<file path="src/rtl/led_scan_pkg.sv">
package led_scan_pkg;
   localparam int FRAME_W    = 16;
   localparam int ADDR_W     = 4;
   localparam int DATA_W     = 8;
   localparam int NUM_DIGITS = 8;
   localparam int DIG_W      = $clog2(NUM_DIGITS);
   localparam int PHASES     = 16;
   localparam int PHASE_W    = $clog2(PHASES);

   localparam logic [ADDR_W-1:0] ADR_DECODE = 4'h9;
   localparam logic [ADDR_W-1:0] ADR_INTENS = 4'hA;
   localparam logic [ADDR_W-1:0] ADR_LIMIT  = 4'hB;
   localparam logic [ADDR_W-1:0] ADR_CONFIG = 4'hC;
   localparam logic [ADDR_W-1:0] ADR_TEST   = 4'hF;

   typedef struct packed {
      logic [NUM_DIGITS-1:0] decode;
      logic [PHASE_W-1:0]    intensity;
      logic [DIG_W-1:0]      limit;
      logic                  run;
      logic                  test;
   } ctrl_t;

   // glyph bits a..g on [6:0], a at bit 6
   function automatic logic [6:0] codeb_glyph(input logic [3:0] code);
      logic [6:0] g;
      case (code)
         4'h0: g = 7'h7E;
         4'h1: g = 7'h30;
         4'h2: g = 7'h6D;
         4'h3: g = 7'h79;
         4'h4: g = 7'h33;
         4'h5: g = 7'h5B;
         4'h6: g = 7'h5F;
         4'h7: g = 7'h70;
         4'h8: g = 7'h7F;
         4'h9: g = 7'h7B;
         4'hA: g = 7'h01;
         4'hB: g = 7'h4F;
         4'hC: g = 7'h37;
         4'hD: g = 7'h0E;
         4'hE: g = 7'h67;
         default: g = 7'h00;
      endcase
      return g;
   endfunction
endpackage

</file>
<file path="src/rtl/led_serial_port.sv">
module led_serial_port
   import led_scan_pkg::*;
#(
   parameter int SYNC_STAGES = 2
) (
   input  logic                     clk,
   input  logic                     rst_n,
   input  logic                     ser_din,
   input  logic                     ser_clk,
   input  logic                     ser_load,
   output logic                     ser_dout,
   output logic                     frame_vld,
   output logic [ADDR_W+DATA_W-1:0] frame_lo
);
   localparam int LO_W = ADDR_W + DATA_W;

   logic [SYNC_STAGES-1:0] clk_pipe, din_pipe, ld_pipe;
   logic                   clk_prev, ld_prev;
   logic [FRAME_W-1:0]     shreg;
   logic                   shift_now, load_now;

   always_ff @(posedge clk or negedge rst_n) begin
      if (!rst_n) begin
         clk_pipe <= '0;
         din_pipe <= '0;
         ld_pipe  <= '0;
         clk_prev <= 1'b0;
         ld_prev  <= 1'b0;
      end else begin
         clk_pipe <= {clk_pipe[SYNC_STAGES-2:0], ser_clk};
         din_pipe <= {din_pipe[SYNC_STAGES-2:0], ser_din};
         ld_pipe  <= {ld_pipe[SYNC_STAGES-2:0], ser_load};
         clk_prev <= clk_pipe[SYNC_STAGES-1];
         ld_prev  <= ld_pipe[SYNC_STAGES-1];
      end
   end

   assign shift_now = clk_pipe[SYNC_STAGES-1] & ~clk_prev;
   assign load_now  = ld_pipe[SYNC_STAGES-1] & ~ld_prev;

   always_ff @(posedge clk or negedge rst_n) begin
      if (!rst_n) begin
         shreg     <= '0;
         frame_vld <= 1'b0;
         frame_lo  <= '0;
      end else begin
         if (shift_now) shreg <= {shreg[FRAME_W-2:0], din_pipe[SYNC_STAGES-1]};
         frame_vld <= load_now;
         if (load_now) frame_lo <= shreg[LO_W-1:0];
      end
   end

   assign ser_dout = shreg[FRAME_W-1];
endmodule

</file>
<file path="src/rtl/led_regfile.sv">
module led_regfile
   import led_scan_pkg::*;
(
   input  logic                                clk,
   input  logic                                rst_n,
   input  logic                                frame_vld,
   input  logic [ADDR_W+DATA_W-1:0]            frame_lo,
   output logic [NUM_DIGITS-1:0][DATA_W-1:0]   digit_q,
   output ctrl_t                               ctrl_q
);
   logic [ADDR_W-1:0] adr;
   logic [DATA_W-1:0] dat;

   assign adr = frame_lo[ADDR_W+DATA_W-1:DATA_W];
   assign dat = frame_lo[DATA_W-1:0];

   for (genvar g = 0; g < NUM_DIGITS; g++) begin : g_digit
      localparam logic [ADDR_W-1:0] MY_ADR = ADDR_W'(g + 1);
      always_ff @(posedge clk or negedge rst_n) begin
         if (!rst_n)                          digit_q[g] <= '0;
         else if (frame_vld && adr == MY_ADR) digit_q[g] <= dat;
      end
   end

   always_ff @(posedge clk or negedge rst_n) begin
      if (!rst_n) begin
         ctrl_q <= '0;
      end else if (frame_vld) begin
         case (adr)
            ADR_DECODE: ctrl_q.decode    <= dat[NUM_DIGITS-1:0];
            ADR_INTENS: ctrl_q.intensity <= dat[PHASE_W-1:0];
            ADR_LIMIT:  ctrl_q.limit     <= dat[DIG_W-1:0];
            ADR_CONFIG: ctrl_q.run       <= dat[0];
            ADR_TEST:   ctrl_q.test      <= dat[0];
            default: ;
         endcase
      end
   end
endmodule

</file>
<file path="src/rtl/led_scan_seq.sv">
module led_scan_seq
   import led_scan_pkg::*;
#(
   parameter int SUB_CYCLES = 94
) (
   input  logic               clk,
   input  logic               rst_n,
   input  logic [DIG_W-1:0]   limit,
   output logic [DIG_W-1:0]   digit_idx,
   output logic [PHASE_W-1:0] phase
);
   localparam int SUB_W = (SUB_CYCLES > 1) ? $clog2(SUB_CYCLES) : 1;
   localparam logic [SUB_W-1:0]   SUB_LAST   = SUB_W'(SUB_CYCLES - 1);
   localparam logic [PHASE_W-1:0] PHASE_LAST = PHASE_W'(PHASES - 1);

   logic [SUB_W-1:0] sub_cnt;

   always_ff @(posedge clk or negedge rst_n) begin
      if (!rst_n) begin
         sub_cnt   <= '0;
         phase     <= '0;
         digit_idx <= '0;
      end else if (sub_cnt == SUB_LAST) begin
         sub_cnt <= '0;
         phase   <= phase + 1'b1;
         if (phase == PHASE_LAST)
            digit_idx <= (digit_idx >= limit) ? '0 : digit_idx + 1'b1;
      end else begin
         sub_cnt <= sub_cnt + 1'b1;
      end
   end
endmodule

</file>
<file path="src/rtl/led_seg_out.sv">
module led_seg_out
   import led_scan_pkg::*;
(
   input  logic                              clk,
   input  logic                              rst_n,
   input  logic [NUM_DIGITS-1:0][DATA_W-1:0] digit_q,
   input  ctrl_t                             ctrl_q,
   input  logic [DIG_W-1:0]                  digit_idx,
   input  logic [PHASE_W-1:0]                phase,
   output logic [NUM_DIGITS-1:0]             cath_n,
   output logic [DATA_W-1:0]                 seg
);
   logic [DATA_W-1:0]     cur, pattern, seg_nxt;
   logic [NUM_DIGITS-1:0] cath_nxt;
   logic                  lit;

   assign cur     = digit_q[digit_idx];
   assign pattern = ctrl_q.decode[digit_idx] ? {cur[7], codeb_glyph(cur[3:0])} : cur;
   assign lit     = ctrl_q.run | ctrl_q.test;

   always_comb begin
      if (!lit)                         seg_nxt = '0;
      else if (ctrl_q.test)             seg_nxt = '1;
      else if (phase < ctrl_q.intensity) seg_nxt = pattern;
      else                              seg_nxt = '0;
   end

   for (genvar g = 0; g < NUM_DIGITS; g++) begin : g_cath
      assign cath_nxt[g] = ~(lit && digit_idx == DIG_W'(g));
   end

   always_ff @(posedge clk or negedge rst_n) begin
      if (!rst_n) begin
         cath_n <= '1;
         seg    <= '0;
      end else begin
         cath_n <= cath_nxt;
         seg    <= seg_nxt;
      end
   end
endmodule

</file>
<file path="src/rtl/led_scan_ctrl.sv">
module led_scan_ctrl
   import led_scan_pkg::*;
#(
   parameter int SUB_CYCLES  = 94,
   parameter int SYNC_STAGES = 2
) (
   input  logic                  clk,
   input  logic                  rst_n,
   input  logic                  ser_din,
   input  logic                  ser_clk,
   input  logic                  ser_load,
   output logic                  ser_dout,
   output logic [NUM_DIGITS-1:0] cath_n,
   output logic [DATA_W-1:0]     seg
);
   if (SUB_CYCLES < 1) begin : g_bad_sub
      $error("SUB_CYCLES must be at least 1");
   end
   if (SYNC_STAGES < 2) begin : g_bad_sync
      $error("SYNC_STAGES must be at least 2");
   end

   logic                              frame_vld;
   logic [ADDR_W+DATA_W-1:0]          frame_lo;
   logic [NUM_DIGITS-1:0][DATA_W-1:0] digit_q;
   ctrl_t                             ctrl_q;
   logic [DIG_W-1:0]                  digit_idx;
   logic [PHASE_W-1:0]                phase;
   logic                              run_en, test_en;
   logic [PHASE_W-1:0]                intensity_q;

   assign run_en      = ctrl_q.run;
   assign test_en     = ctrl_q.test;
   assign intensity_q = ctrl_q.intensity;

   led_serial_port #(.SYNC_STAGES(SYNC_STAGES)) u_port (
      .clk(clk), .rst_n(rst_n), .ser_din(ser_din), .ser_clk(ser_clk),
      .ser_load(ser_load), .ser_dout(ser_dout),
      .frame_vld(frame_vld), .frame_lo(frame_lo)
   );

   led_regfile u_regs (
      .clk(clk), .rst_n(rst_n), .frame_vld(frame_vld), .frame_lo(frame_lo),
      .digit_q(digit_q), .ctrl_q(ctrl_q)
   );

   led_scan_seq #(.SUB_CYCLES(SUB_CYCLES)) u_seq (
      .clk(clk), .rst_n(rst_n), .limit(ctrl_q.limit),
      .digit_idx(digit_idx), .phase(phase)
   );

   led_seg_out u_out (
      .clk(clk), .rst_n(rst_n), .digit_q(digit_q), .ctrl_q(ctrl_q),
      .digit_idx(digit_idx), .phase(phase), .cath_n(cath_n), .seg(seg)
   );
endmodule

</file>
<file path="config.mk">
export PLATFORM = sky130hd
export DESIGN_NAME = led_scan_ctrl
export DESIGN_NICKNAME = d
export VERILOG_FILES = /design/src/rtl/led_scan_pkg.sv /design/src/rtl/led_serial_port.sv /design/src/rtl/led_regfile.sv /design/src/rtl/led_scan_seq.sv /design/src/rtl/led_seg_out.sv /design/src/rtl/led_scan_ctrl.sv
export SDC_FILE = /design/constraint.sdc
export NUM_CORES = 1
export LEC_CHECK = 0
export BUFFER_PORTS_ARGS = -buffer_cell sky130_fd_sc_hd__buf_2
export CAP_MARGIN = 40
export CORE_MARGIN = 2
export CORE_UTILIZATION = 49
export CTS_CLUSTER_DIAMETER = 50
export DETAILED_ROUTE_END_ITERATION = 12
export PLACE_DENSITY = 0.69
export SLEW_MARGIN = 20
export SYNTH_ARGS = -nofsm -noshare
export SYNTH_HDL_FRONTEND = slang
export SYNTH_SLANG_ARGS = --single-unit
</file>
<file path="constraint.sdc">
create_clock -name clk -period 4.1 [get_ports clk]
set_input_delay 0.82 -clock clk [delete_from_list [all_inputs] [get_ports clk]]
set_output_delay 0.82 -clock clk [all_outputs]
set_load 0.02 [all_outputs]
</file>
---- After elaboration in Yosys (flattened, before gate mapping) ----
Memory sizes are Yosys's and may differ from the RTL's.
Index checks and enable logic that the tools add are counted.
W data, S select, Z words.
word-level totals
  flip-flop bits (word level) ............. 148
  ROM bits ................................ 112
  word-level logic and storage cells ...... 101
  memories kept ........................... 1
memories
  name              depth  bits a word  read ports  clocked after Yosys merged registers in  wr ports  line                RTL
  (name not given)  16     7            1           0                                        0         led_scan_pkg.sv:27  case (code)
cells by class
  add/subtract/negate cells ............... 3
  magnitude comparators ................... 3
  equal/unequal tests ..................... 22
  multiplexer cells ....................... 10
  bitwise operators ....................... 13
  reductions and logical operators ........ 23
operator list
  operator               number
  $mux W8                4
  $eq A4 B4 Y1 const B   7
  $bmux W8 S3            1
  $eq A4 B3 Y1 const B   4
  $logic_and A1 B1 Y1    16
  $mux W7                2
  $eq A3 B3 Y1 const B   4
  $reduce_and A2 Y1      6
  $not A1 Y1             10
  $eq A4 B2 Y1 const B   2
  $add A7 B1 Y7 const B  1
  $eq A7 B7 Y1 const B   1
  $eq A3 B2 Y1 const B   2
  $add A4 B1 Y4 const B  1
  $eq A4 B1 Y1 const B   1
  $lt A3 B4 Y1 const B   1
  $lt A4 B4 Y1           1
  $add A3 B1 Y3 const B  1
  $bmux W1 S3            1
  $eq A3 B1 Y1 const B   1
  $ge A3 B3 Y1           1
  $logic_not A3 Y1       1
  $mux W3                1
  $and A1 B1 Y1          2
  other kinds (2)        2

---- Logic depth before layout (Yosys ltp) ----
An unclocked memory read counts as a cell.
  word-level depth ........................ 7
  depth in mapped cells ................... 10
  depth with buffers taken out ............ 9

---- By module ----
From an unflattened synthesis, not the netlist that was laid out.
second synthesis, totals
  cell total of the unflattened synthesis .. 474
  area total of the unflattened synthesis .. 6911.6 um2
by module, submodules not included
  module           times used  cells an instance  area an instance (um2)  seq. area each (um2)
  led_regfile      1           191                3198.1                  2026.9
  led_seg_out      1           146                1594.0                  410.4
  led_serial_port  1           70                 1343.8                  925.9
  led_scan_seq     1           67                 775.7                   350.3

---- Least setup slack after synthesis ----
OpenSTA, ideal clock, no wires.
  path kind ............................... reg-to-reg
  start point ............................. register u_seq.digit_idx[0]
  end point ............................... register u_out.seg[6]
  arrival ................................. 2.162 ns
  required time ........................... 3.975 ns
  path slack .............................. 1.813 ns
  cell stages (with the launch flop) ...... 10
  cell sequence ........................... dfrtp_1 -> buf_6 -> mux4_2 -> mux2_2 -> inv_1 -> ha_1 -> inv_1 -> or2_1 -> a31oi_1 -> o21ai_1
on the way
  cells in the longest elaborated chain, start to end .. 7
  elaborated cells on any way between the ends .. 9
  classes of those cells .................. mux (8); memory (1)
ends and longest elaborated chain
  what                           line                RTL
  from (decl)                    led_scan_seq.sv:9   output logic [DIG_W-1:0] digit_idx,
  from (signal assigned)         led_scan_seq.sv:27  digit_idx <= (digit_idx >= limit) ? '0 : digit_idx + 1'b1;
  $bmux W8 S3                    led_seg_out.sv:17   assign cur = digit_q[digit_idx];
  $mux W8 (implied by the code)  led_seg_out.sv:17
  $mem_v2 Z16 W7                 n/a
  $mux W7 *                      led_seg_out.sv:18   assign pattern = ctrl_q.decode[digit_idx] ? {cur[7], codeb_glyph(cur[3:0])} : cur;
  $mux W8 *                      led_seg_out.sv:24   else if (phase < ctrl_q.intensity) seg_nxt = pattern;
  $mux W8 *                      led_seg_out.sv:23   else if (ctrl_q.test) seg_nxt = '1;
  $mux W8 *                      led_seg_out.sv:22   if (!lit) seg_nxt = '0;
  via u_out.seg_nxt[6]           led_seg_out.sv:13   logic [DATA_W-1:0] cur, pattern, seg_nxt;
  to (signal assigned)           led_seg_out.sv:38   seg <= seg_nxt;
  to (decl)                      led_seg_out.sv:11   output logic [DATA_W-1:0] seg
The timed path passes the listed nets; every way through them passes the cells marked *. The select of a mux whose other input is x is not followed.
A chain may end at the register's enable or synchronous reset.

---- Final worst setup path ----
  start point ............................. register u_seq.digit_idx[0]
  end point ............................... register u_out.seg[3]
The elaborated chain is that of the path after synthesis.

==> results.txt <==
Status: completed
DP Area: 0.006902 mm^2
Vias in the first global route: 3863
Clock Latency Late Sink: 0.42 ns
Clock Power Share: 35.2%
CTS sink cnt: 148
Synth Net Count: 499
Ratio of cells with drive above 1 in the final layout: 37.92%
Syn. warnings: 0
Post-CTS Setup Repair Bufs: 0
Met3 wire length: 321 um
Top FF cell, synth: dfrtp_1
CTS resizes: 0
Die Width: 120.1 um
Switching part of the total: 26.88%
GPL Wtd Cong: 0.7783
Synth Cell Area: 0.006609 mm^2
Num CTS Buffers: 17
GR Overflow Total: 0
WL met2: 6074 um
Top Metal Used: met4
Initial antenna violation count: 0
Max Freq: 353.7 MHz
Worst-Margin Slew: 0.7849 ns
Psw: 1.231 mW
Die Y: 120.1 um
Post-DRT Antenna Nets: 0
Crit. End Element: register
Final core occ: 56.99%
Core area: 0.01319 mm^2
Root Driver: clkbuf_16
Hold_buf cts: 0
Tot GR Track Use: 18.89%
Power Dens Cells: 609.2 mW/mm^2
Worst slack at placement: 1.265 ns
Critical Path RT: 4.40 ns
Worst EP arrival: 3.12 ns
RSZ-0062 raised after global routing: no
CP Class: reg -> reg
FP Rows: 42
Total die area: 0.01443 mm^2
Layout area overhead: 13.74%
VDD IR-drop max: 339.0 uV
Final min period: 2.827 ns
Setup TNS: 0 ns
Port Buffer Count: 21
Clock transition at path regs: 0.06 ns
# IOs: 22
Routed WL: 12370 um
1st-iter DRT viols: 276
HPWL after DPL: 8418 um
Internal power: 3.349 mW
Sequential area share after synthesis: 56.19%
Comb power frac: 18.6%
Antenna diodes: 0
Largest net degree at the start of global routing: 77
Fin area: 0.007517 mm^2
Setup Skew: 0.009977 ns
Initial cell density of the core: 50.10%
Slew Viols, Final: 0
PnR worst setup slack: 1.273 ns
CP max FO: 16
WL/cell: 18.06 um
First-pass detailed-route iteration total: 4
Synth cell types: 50
Global-route wire length before repair: 20530 um
Number of register bits inferred by synthesis: 148
Max Cap Viol: 0
Post-synth EDFFs: 0
Worst hold-check path type: reg -> reg
Syn Area/Cell: 13.97 um^2
Nets: 523
Final hold viol count: 0
CP Launch Type: register
Leakage: 3.469 nW
CTS tree: done
Post-route clock period utilization: 68.95%
DRC violations left: 0
Syn Inst Count: 473
Slew headroom: 47.67%
M1 wire length: 5780 um
Sequential power share: 46.2%
Via density: 5.505
Via count: 3771
Final setup fails: 0
H-tree depth: 4
Clock Path Buffers: 2
Async set or reset register ratio after synthesis: 100.0%
[metrics by stage]
| step | cells | total power, mW | hold WS, ns |
|---|---|---|---|
| finish | 685 | 4.580 | 0.3462 |
| global route | 685 | 4.815 | 0.3494 |
| CTS | 685 | 4.621 | 0.3479 |
| detailed placement | 654 | 2.990 | 0.3347 |
| global placement | 650 | 2.929 | 0.3335 |
| floorplan | 473 | 2.735 | 0.3312 |
[synth_stat cells, types with 3 or more instances]
cell type  instances  area share [%]
clkbuf_1          13            0.74
o21bai_1           3            0.34
nand4_1            3            0.28
nand2_1           30             1.7
mux2_2           108              18
a21oi_1            4            0.30
xnor2_1            4            0.53
inv_1             16            0.91
xor2_1             3            0.40
nor2_1            18             1.0
dfstp_2            8             3.2
buf_6              3            0.51
mux2i_1            6            0.91
buf_1              7            0.40
nand2b_1           8            0.76
o21ai_0           11            0.83
dfrtp_1          140              53
nand3_1            5            0.38
a31oi_1            4            0.38
mux4_2            16             5.5
nand3b_1           3            0.34
nor2b_1            3            0.28
ha_1              21             4.0
[state kept, by name, summed over array words and instances (netlist names), 3 cells and up]
| name | cells |
|---|---|
| u_port.frame_lo | 12 |
| u_out.cath_n | 8 |
| u_regs.digit_q | 64 |
| u_seq.sub_cnt | 7 |
| u_out.seg | 8 |
| u_regs.ctrl_q | 17 |
| u_port.shreg | 16 |
| u_seq.digit_idx | 3 |
| u_seq.phase | 4 |
[final timing paths]
kind                                                  end  cells past startpoint                           start  slack, ns
max                                u_out.seg[3]$_DFF_PN0_                      6  u_seq.digit_idx[0]$_DFFE_PN0P_       1.27
min                          u_port.din_pipe[1]$_DFF_PN0_                      0    u_port.din_pipe[0]$_DFF_PN0_       0.35
max reg2reg                        u_out.seg[3]$_DFF_PN0_                      6  u_seq.digit_idx[0]$_DFFE_PN0P_       1.27
min reg2reg                  u_port.din_pipe[1]$_DFF_PN0_                      0    u_port.din_pipe[0]$_DFF_PN0_       0.35
max in group asynchronous       u_out.cath_n[1]$_DFF_PN1_                      2                           rst_n       2.82
min in group asynchronous  u_regs.digit_q[31]$_DFFE_PN0P_                      1                           rst_n       0.42
[critical path, stage by stage, from the launching register on]
cell      delay [ns]
dfrtp_1         0.80
buf_4           0.29
mux4_2          0.54
mux2i_4         0.46
mux2_1          0.37
o211ai_1        0.16
nand3b_1        0.09
[final cells by class]
| class | count | area (um^2) |
|---|---|---|
| Clock inverter | 9 | 151.4 |
| Sequential cell | 148 | 3714 |
| Clock buffer | 22 | 464.2 |
| Multi-Input combinational cell | 282 | 2709 |
| Timing Repair Buffer | 30 | 191.4 |
| Tap cell | 176 | 220.2 |
| Fill cell | 1079 | 5673 |
| Inverter | 18 | 67.56 |
[kinds of logic after synthesis]
family	Yosys count	synth area share, %
multiplexers	135	26.28
adder cells (fa/ha/maj)	21	3.976
XOR/XNOR	7	0.9277
flip-flops	148	56.19
buffers and inverters	43	2.821
AND/OR/NAND/NOR	82	6.115
AO/OA/AOI/OAI	37	3.692
[placed cells by master (no fill, tap or decap), types with 4 or more instances in the layout]
cell and instances:
o21ai_0 11, buf_4 8, nand3_1 5, mux2_2 108, mux2i_1 6, clkbuf_16 17, nor2_1 18, mux4_2 16
a31oi_1 4, nand2b_1 8, buf_2 20, bufinv_16 4, dfrtp_1 140, nand2_1 30, a21oi_1 4, xnor2_1 4
dfstp_2 8, ha_1 21, inv_1 16
[per-layer routing]
| layer | track usage [%] | vias to the layer above |
|---|---|---|
| li1 | - | 1731 |
| met1 | 25.72 | 1977 |
| met2 | 29.87 | 49 |
| met3 | 3.897 | 14 |
| met4 | 7.500 | 0 |
| met5 | 0 | - |
[power groups by stage]
stage,sequential (mW),clock (mW),combinational [mW]
2_1_floorplan,1.97,0,0.760
3_3_place_gp,2.11,0,0.818
3_5_place_dp,2.14,0,0.852
4_1_cts,2.11,1.65,0.859
5_1_grt,2.17,1.71,0.935
6_report,2.11,1.61,0.853
Power figures use the tool's default switching activity.
